<file path="config.mk">
export PLATFORM = sky130hd
export DESIGN_NAME = ubit_block_capture
export DESIGN_NICKNAME = d
export VERILOG_FILES = /design/src/rtl/ubit_pkg.sv /design/src/rtl/ubit_fill_ctrl.sv /design/src/rtl/ubit_xfer_ctrl.sv /design/src/rtl/ubit_shadow_rd.sv /design/src/rtl/ubit_block_capture.sv
export SDC_FILE = /design/constraint.sdc
export NUM_CORES = 2
export LEC_CHECK = 0
export BUFFER_PORTS_ARGS = -buffer_cell sky130_fd_sc_hd__buf_2
export CAP_MARGIN = 40
export CORE_MARGIN = 3
export CORE_UTILIZATION = 50
export DETAILED_ROUTE_END_ITERATION = 16
export PLACE_DENSITY_LB_ADDON = 0.12
export SLEW_MARGIN = 0
export SYNTH_ARGS = -nofsm -noshare
export SYNTH_HDL_FRONTEND = slang
export SYNTH_HIERARCHICAL = 1
export SYNTH_SLANG_ARGS = --single-unit
</file>
<file path="constraint.sdc">
create_clock -name clk -period 3.5 [get_ports clk]
set_input_delay 0.7 -clock clk [delete_from_list [all_inputs] [get_ports clk]]
set_output_delay 0.7 -clock clk [all_outputs]
set_load 0.1 [all_outputs]
</file>
<file path="src/rtl/ubit_pkg.sv">
package ubit_pkg;
   localparam int UB_WORD_W = 16;
   localparam int UB_BITS_PER_LANE = UB_WORD_W / 2;

   typedef logic [UB_WORD_W-1:0] ub_word_t;

   function automatic int ub_bytes(input int frames);
      return (2 * frames) / 8;
   endfunction

   function automatic int ub_words(input int frames);
      return frames / UB_BITS_PER_LANE;
   endfunction
endpackage

</file>
<file path="src/rtl/ubit_fill_ctrl.sv">
module ubit_fill_ctrl #(
   parameter int FRAMES = 192,
   localparam int CNT_W = $clog2(FRAMES + 1)
) (
   input  logic              clk,
   input  logic              rst_n,
   input  logic              sf_valid,
   input  logic              sf_ubit,
   input  logic              sf_is_b,
   input  logic              sf_blk_start,
   input  logic              hold,
   input  logic              rd_burst,
   output logic              done_now,
   output logic [FRAMES-1:0] fill_a,
   output logic [FRAMES-1:0] fill_b
);
   localparam logic [CNT_W-1:0] FULL_CNT = CNT_W'(FRAMES);

   logic [CNT_W-1:0] cnt;
   logic             run;
   logic             accept;
   logic             park;

   always_comb begin
      accept   = sf_valid & ~hold;
      done_now = accept & sf_blk_start & run & (cnt == FULL_CNT);
      park     = done_now & rd_burst;
   end

   always_ff @(posedge clk) begin
      if (!rst_n) begin
         cnt    <= '0;
         run    <= 1'b0;
         fill_a <= '0;
         fill_b <= '0;
      end else if (accept) begin
         if (sf_blk_start) begin
            if (park) begin
               // keep the finished block intact until it is copied
               run <= 1'b0;
               cnt <= '0;
            end else begin
               run <= 1'b1;
               if (sf_is_b) begin
                  fill_b[0] <= sf_ubit;
                  cnt       <= CNT_W'(1);
               end else begin
                  fill_a[0] <= sf_ubit;
                  cnt       <= '0;
               end
            end
         end else if (run && cnt < FULL_CNT) begin
            if (sf_is_b) begin
               fill_b[cnt] <= sf_ubit;
               cnt         <= cnt + CNT_W'(1);
            end else begin
               fill_a[cnt] <= sf_ubit;
            end
         end
      end
   end
endmodule

</file>
<file path="src/rtl/ubit_xfer_ctrl.sv">
module ubit_xfer_ctrl (
   input  logic clk,
   input  logic rst_n,
   input  logic done_now,
   input  logic rd_burst,
   output logic pending,
   output logic copy_en,
   output logic block_ready
);
   always_comb begin
      copy_en = (done_now | pending) & ~rd_burst;
   end

   always_ff @(posedge clk) begin
      if (!rst_n) begin
         pending     <= 1'b0;
         block_ready <= 1'b0;
      end else begin
         block_ready <= copy_en;
         if (pending) pending <= rd_burst;
         else         pending <= done_now & rd_burst;
      end
   end
endmodule

</file>
<file path="src/rtl/ubit_shadow_rd.sv">
module ubit_shadow_rd
   import ubit_pkg::*;
#(
   parameter int FRAMES = 192,
   localparam int BYTES = ub_bytes(FRAMES),
   localparam int WORDS = ub_words(FRAMES),
   localparam int AW    = $clog2(BYTES)
) (
   input  logic              clk,
   input  logic              rst_n,
   input  logic              copy_en,
   input  logic [FRAMES-1:0] fill_a,
   input  logic [FRAMES-1:0] fill_b,
   input  logic              rd_en,
   input  logic              rd_load,
   input  logic [AW-1:0]     rd_addr,
   output logic [FRAMES-1:0] sh_a,
   output logic [FRAMES-1:0] sh_b,
   output logic              rd_valid,
   output ub_word_t          rd_data
);
   localparam logic [AW-1:0] LAST_PAIR = AW'(BYTES - 2);
   localparam int            LANE      = UB_BITS_PER_LANE;

   logic [AW-1:0]   ptr;
   logic [AW-1:0]   eff;
   logic [AW-2:0]   widx;
   logic [LANE-1:0] a_sel;
   logic [LANE-1:0] b_sel;
   ub_word_t        word_nx;

   always_comb begin
      eff   = rd_load ? rd_addr : ptr;
      widx  = eff[AW-1:1];
      a_sel = '0;
      b_sel = '0;
      for (int w = 0; w < WORDS; w++) begin
         if (widx == (AW-1)'(w)) begin
            a_sel = sh_a[w*LANE +: LANE];
            b_sel = sh_b[w*LANE +: LANE];
         end
      end
   end

   // earliest bit of each lane lands in the upper half of its pair
   for (genvar j = 0; j < LANE; j++) begin : g_weave
      assign word_nx[UB_WORD_W-1-2*j] = a_sel[j];
      assign word_nx[UB_WORD_W-2-2*j] = b_sel[j];
   end

   always_ff @(posedge clk) begin
      if (!rst_n) begin
         sh_a     <= '0;
         sh_b     <= '0;
         ptr      <= '0;
         rd_valid <= 1'b0;
         rd_data  <= '0;
      end else begin
         if (copy_en) begin
            sh_a <= fill_a;
            sh_b <= fill_b;
         end
         rd_valid <= rd_en;
         if (rd_en) begin
            rd_data <= word_nx;
            ptr     <= (eff >= LAST_PAIR) ? '0 : ({eff[AW-1:1], 1'b0} + AW'(2));
         end
      end
   end
endmodule

</file>
<file path="src/rtl/ubit_block_capture.sv">
module ubit_block_capture
   import ubit_pkg::*;
#(
   parameter int FRAMES = 192,
   localparam int BYTES = ub_bytes(FRAMES),
   localparam int AW    = $clog2(BYTES)
) (
   input  logic                 clk,
   input  logic                 rst_n,
   input  logic                 sf_valid,
   input  logic                 sf_ubit,
   input  logic                 sf_is_b,
   input  logic                 sf_blk_start,
   input  logic                 rd_en,
   input  logic                 rd_load,
   input  logic [AW-1:0]        rd_addr,
   input  logic                 rd_burst,
   output logic                 rd_valid,
   output logic [UB_WORD_W-1:0] rd_data,
   output logic                 block_ready
);
   if (FRAMES < UB_BITS_PER_LANE || (FRAMES % UB_BITS_PER_LANE) != 0) begin : g_bad_frames
      $error("FRAMES must be a positive multiple of 8");
   end

   logic              done_now;
   logic              pending;
   logic              copy_en;
   logic [FRAMES-1:0] fill_a;
   logic [FRAMES-1:0] fill_b;
   logic [FRAMES-1:0] shadow_a;
   logic [FRAMES-1:0] shadow_b;

   ubit_fill_ctrl #(.FRAMES(FRAMES)) u_fill (
      .clk          (clk),
      .rst_n        (rst_n),
      .sf_valid     (sf_valid),
      .sf_ubit      (sf_ubit),
      .sf_is_b      (sf_is_b),
      .sf_blk_start (sf_blk_start),
      .hold         (pending),
      .rd_burst     (rd_burst),
      .done_now     (done_now),
      .fill_a       (fill_a),
      .fill_b       (fill_b)
   );

   ubit_xfer_ctrl u_xfer (
      .clk         (clk),
      .rst_n       (rst_n),
      .done_now    (done_now),
      .rd_burst    (rd_burst),
      .pending     (pending),
      .copy_en     (copy_en),
      .block_ready (block_ready)
   );

   ubit_shadow_rd #(.FRAMES(FRAMES)) u_shadow (
      .clk      (clk),
      .rst_n    (rst_n),
      .copy_en  (copy_en),
      .fill_a   (fill_a),
      .fill_b   (fill_b),
      .rd_en    (rd_en),
      .rd_load  (rd_load),
      .rd_addr  (rd_addr),
      .sh_a     (shadow_a),
      .sh_b     (shadow_b),
      .rd_valid (rd_valid),
      .rd_data  (rd_data)
   );
endmodule

</file>
==> results <==
- Between clock sinks in the finished design, the worst skew comes to 0.0199 ns.
- The critical path crosses 13 cells after its start point.
- The number of nets still failing antenna checks after routing is 0.
- The total of flip-flops plus latches after synthesis is 801.
- The floorplan step defined a die boundary enclosing 73500 µm².
- The core occupancy in the finished layout is 0.590.
- Post-CTS timing repair inserted 0 buffers for setup.
- The critical hold path startpoint is rd_burst.
- The insertion delay of the later-clocked pin in the worst-skew pair is 0.65 ns.
- During I/O placement, the number of pins put on the boundary was 33.
- IR analysis of the VDD net gives a maximum drop of 468 µV.
- The reported max-cap violation count is 0.
- The buffer cell driving the clock tree root is sky130_fd_sc_hd__clkbuf_16.
- The detailed router's first-iteration violation count is 4333.
- The number of buffers inserted for hold repair after clock tree synthesis is 0.
- The number of hold violations in the final report is 0.
- In this run the number of H-tree levels came out at 3.
- The floorplan has 96 rows.
- In the routed design, unresolved DRC markers number 0.
- For hold timing, the worst endpoint is u_xfer/block_ready.
- The highest attainable clock frequency is 0.305 GHz.
- The number of vias per cell is 6.31.
- In the global route stage, overall resource usage came out at 0.382.
- The class of the worst hold path is primary input to flop.
- The cell family contributing the most delay on the critical path is compound AO/OA/AOI/OAI gates.
- Counting the fill cells in the layout gives 6158.
- The count of cells in the finished layout, fillers not included, comes to 5008.
- The portion of the clock cycle consumed by the worst path in the final layout is 0.937.
- Summing every instance area after synthesis gives 35100 µm².
- In the final routed layout, each cell accounts on average for 28.9 µm.
- The flow ran to the end, and the final reports show no timing, DRC or antenna violations.
- The die height is 271 µm.
- The largest single stage delay on the critical path is 0.49 ns.
- Once placement completed, the tool counted placed cells totaling 4848.
- The capture point of the worst reg-to-reg path is u_shadow/rd_data[4].
- Clock tree synthesis found a total of 801 sinks.
- The startpoint of the lowest-slack register-to-register path is u_shadow/ptr[2].
- The power per unit of standard cell area is 488 nW/µm².
- Of the cells placed in the final design, the portion with a size suffix greater than 1 is 0.156.
- In this run the deepest clock path goes through 3 buffers.
- The sort of element at the start of the critical path is a flop.
- Setup violations remaining at the end of the flow were counted as 0.
- The initial antenna violation count is 6.
- The first global-routing pass estimated 208 mm of wire.
- Data arrives at the worst endpoint at 3.80 ns.
- The worst hold path cell count is 2.
- By instance count, the cell type seen most on the critical path is sky130_fd_sc_hd__buf_4.
- The core area is 69100 µm².
- For the worst setup path, the data required time is 4.02 ns.
- The worst-case reg-to-reg path depth is 13.
- For this configuration, the core starts out at a cell density of 0.509.
- The largest net degree at the start of global routing is 278.
- The slowest stage of the critical path is the sky130_fd_sc_hd__a2111oi_1 cell.
- The shortest period the worst path allows is 3.28 ns.
- Synthesis produced a netlist with a net count of 3925.
- Setup repair after global routing left no endpoint under its margin.
- The max-slew violation count is 0.
- The synthesis-to-finish area growth is 15.9%.
- Across all register-to-register paths, the minimum setup slack is 0.22 ns.
- The number of global-route vias before repair is 29300.
- For this block, the routed nets add up to 145 mm of wire.
- The number of distinct library cells after synthesis is 105.
- For this run the aggregate overflow at the end of global routing stands at 0.
- The die is 271 µm wide.
- The final route contains 31600 vias.
- The half-perimeter wire length after placement is 96.8 mm.
- The clock transition at the registers of the reported paths is 0.06 ns.
- Counting flops with an async set or reset pin after synthesis yields a share of 0.
- The critical path is of the flop to flop type.
- In the synthesized netlist, the number of instances is 3901.
- The leading register cell type out of synthesis is sky130_fd_sc_hd__dfxtp_1.
- In this run the worst path has a maximum fanout of 6.
- The leakage power total is 13.7 nW.
- The buffering stage count on the worst path with inverters included is 4.
- The number of nets in the layout is 4029.
- The number of resized instances in the post-cts repair step is 0.
- The slew at the pin with the worst max-slew slack is 1.35 ns.
- The number of search-and-repair iterations in the first detailed-routing pass is 6.
- For this run, the register share of the synthesized area comes to 0.456.
- Counting the buffers created by CTS gives 86.
- The number of port buffers is 31.
- Counting flops with a built-in enable in the synthesized netlist gives 0.
- The category of the worst setup path capture point is a flop.
- The Yosys warning count is 6.
- Measured against its own limit, the worst slew margin works out to 0.0982.
- The critical path goes through mux2i_1 -> inv_1 -> ha_2 -> or2_2 -> buf_4 -> a221oi_1 -> a2111oi_0 -> a2111oi_1 -> buf_4 -> a211oi_1 -> buf_4 -> nor3_1 -> o31ai_1.
- The synthesized area per cell is 9.01 µm².
- The global placement routability congestion is 0.987.
- TritonCTS built the clock tree.
## area by class of cell
type | count | area (µm²) | share of cell area
multi-input cells | 2724 | 17600 | 0.431
diodes | 6 | 15.0 | 0.000369
clock inverters | 26 | 253 | 0.00621
clock buffers | 128 | 2510 | 0.0616
flip-flops and latches | 801 | 16000 | 0.394
repair buffers | 364 | 3090 | 0.0759
well taps | 931 | 1160 | 0.0286
inverters | 28 | 105 | 0.00258
## metal layers
metal / share of wire / GRT usage / up-vias / routed length, µm
li1: - / - / 14000 / -
met1: 0.44 / 0.548 / 15500 / 63100
met2: 0.42 / 0.559 / 1741 / 60700
met3: 0.098 / 0.0765 / 320 / 14200
met4: 0.046 / 0.160 / 2 / 6610
met5: 0.000090 / 0 / - / 13
## registers in the layout, summed over array words and instances (netlist names)
name and cells:
u_shadow/sh_a 192, u_shadow/rd_data 16, u_fill/cnt 8, u_shadow/sh_b 192
u_shadow/rd_valid 1, u_fill/fill_b 192, u_fill/run 1, u_xfer/pending 1
u_shadow/ptr 5, u_xfer/block_ready 1, u_fill/fill_a 192
## cell families (layout without fill, tap and decap cells)
group | count (synthesis) | after routing | share of synthesized area
and+or+nand+nor | 1202 | 1202 | 0.189
adders and majority gates | 9 | 9 | 0.00320
other | 0 | 6 | 0
AOI/OAI and AO/OA | 1120 | 1120 | 0.194
DFF | 801 | 801 | 0.456
muxes | 391 | 391 | 0.112
xor gates and xnor gates | 2 | 2 | 0.000499
buffers and inverters | 376 | 546 | 0.0460
## cells in the mapped netlist (6+ instances only)
| cell type | instances | share of area |
|---|---|---|
| sky130_fd_sc_hd__nand2b_1 | 8 | 0.0014 |
| sky130_fd_sc_hd__a211oi_1 | 18 | 0.0038 |
| sky130_fd_sc_hd__dfxtp_1 | 801 | 0.46 |
| sky130_fd_sc_hd__o21ai_1 | 13 | 0.0019 |
| sky130_fd_sc_hd__buf_6 | 14 | 0.0045 |
| sky130_fd_sc_hd__nand4_1 | 29 | 0.0052 |
| sky130_fd_sc_hd__nand2_1 | 128 | 0.014 |
| sky130_fd_sc_hd__inv_1 | 24 | 0.0026 |
| sky130_fd_sc_hd__or3_1 | 9 | 0.0016 |
| sky130_fd_sc_hd__o21a_1 | 7 | 0.0015 |
| sky130_fd_sc_hd__a2111oi_0 | 12 | 0.0030 |
| sky130_fd_sc_hd__buf_1 | 38 | 0.0041 |
| sky130_fd_sc_hd__o221ai_1 | 22 | 0.0055 |
| sky130_fd_sc_hd__o22ai_1 | 18 | 0.0032 |
| sky130_fd_sc_hd__ha_1 | 9 | 0.0032 |
| sky130_fd_sc_hd__nor4_4 | 21 | 0.013 |
| sky130_fd_sc_hd__nor3_1 | 24 | 0.0034 |
| sky130_fd_sc_hd__and2_1 | 15 | 0.0027 |
| sky130_fd_sc_hd__nor2b_1 | 398 | 0.071 |
| sky130_fd_sc_hd__o31ai_1 | 10 | 0.0021 |
| sky130_fd_sc_hd__o211ai_1 | 16 | 0.0034 |
| sky130_fd_sc_hd__a311oi_1 | 6 | 0.0015 |
| sky130_fd_sc_hd__nor2_1 | 444 | 0.047 |
| sky130_fd_sc_hd__buf_4 | 9 | 0.0019 |
| sky130_fd_sc_hd__mux2i_1 | 389 | 0.11 |
| sky130_fd_sc_hd__buf_2 | 43 | 0.0061 |
| sky130_fd_sc_hd__a21o_1 | 8 | 0.0017 |
| sky130_fd_sc_hd__nand3b_1 | 6 | 0.0013 |
| sky130_fd_sc_hd__clkbuf_1 | 242 | 0.026 |
| sky130_fd_sc_hd__o221a_2 | 62 | 0.020 |
| sky130_fd_sc_hd__a21oi_1 | 382 | 0.054 |
| sky130_fd_sc_hd__nand3_1 | 26 | 0.0037 |
| sky130_fd_sc_hd__o21ai_0 | 411 | 0.059 |
| sky130_fd_sc_hd__and3_1 | 12 | 0.0021 |
| sky130_fd_sc_hd__a31oi_1 | 7 | 0.0012 |
| sky130_fd_sc_hd__a22o_1 | 9 | 0.0022 |
| sky130_fd_sc_hd__a22oi_1 | 34 | 0.0073 |
| sky130_fd_sc_hd__nor4bb_1 | 7 | 0.0020 |
| sky130_fd_sc_hd__a221oi_1 | 25 | 0.0062 |
## where the power goes
| part | internal [mW] | switching (mW) |
|---|---|---|
| sequential | 9.14 | 0.0255 |
| combinational | 0.596 | 1.12 |
| clock | 5.08 | 3.91 |
| total | 14.8 | 5.05 |
## through the flow
step                      TNS, ns  worst slack (ns)  power (mW)  instance area (µm²)  hold slack (ns)
after floorplan                 0             0.146        10.2                35100            0.424
after global placement      -2.06            -0.361        11.0                37700            0.446
after detailed placement    -2.49            -0.400        11.0                37900            0.451
after CTS                       0             0.153        19.9                40700            0.300
after global routing            0            0.0110        20.4                40700            0.344
final                           0             0.221        19.9                40700            0.350
## cell usage in the layout (no fill, tap or decap), drive strengths merged, types with 7 or more instances in the layout
master	synthesis	routed
a31oi	7	7
a21oi	385	385
inv	25	29
clkbuf	243	128
nand2b	8	8
a221oi	25	25
nor2	448	448
ha	9	9
o31ai	10	10
and3	12	12
o21a	7	7
o221a	67	67
or3	9	9
a22o	9	9
buf	105	364
dfxtp	801	801
nor4b	8	8
o211ai	18	18
o221ai	22	22
nor2b	398	398
nor3b	7	7
a2111oi	13	13
nor4bb	7	7
nand4	30	30
nor3	26	26
nand3	26	26
nand2	131	131
o21ai	424	424
and2	18	18
or3b	8	8
a21o	8	8
o22ai	18	18
nor4	24	24
mux2i	389	389
a211oi	19	19
clkinv	3	19
a22oi	34	34
## worst max-delay path by stage
stage / start / end / slack, ns
floorplan: rd_load / u_shadow/rd_data[10] / 0.15
global placement: rd_load / u_shadow/rd_data[4] / -0.36
detailed placement: rd_load / u_shadow/rd_data[4] / -0.40
CTS: u_shadow/ptr[2] / u_shadow/rd_data[4] / 0.15
global route: u_shadow/ptr[2] / u_shadow/rd_data[2] / 0.01
finish: u_shadow/ptr[2] / u_shadow/rd_data[4] / 0.22
(Power assumes the default switching activity.)
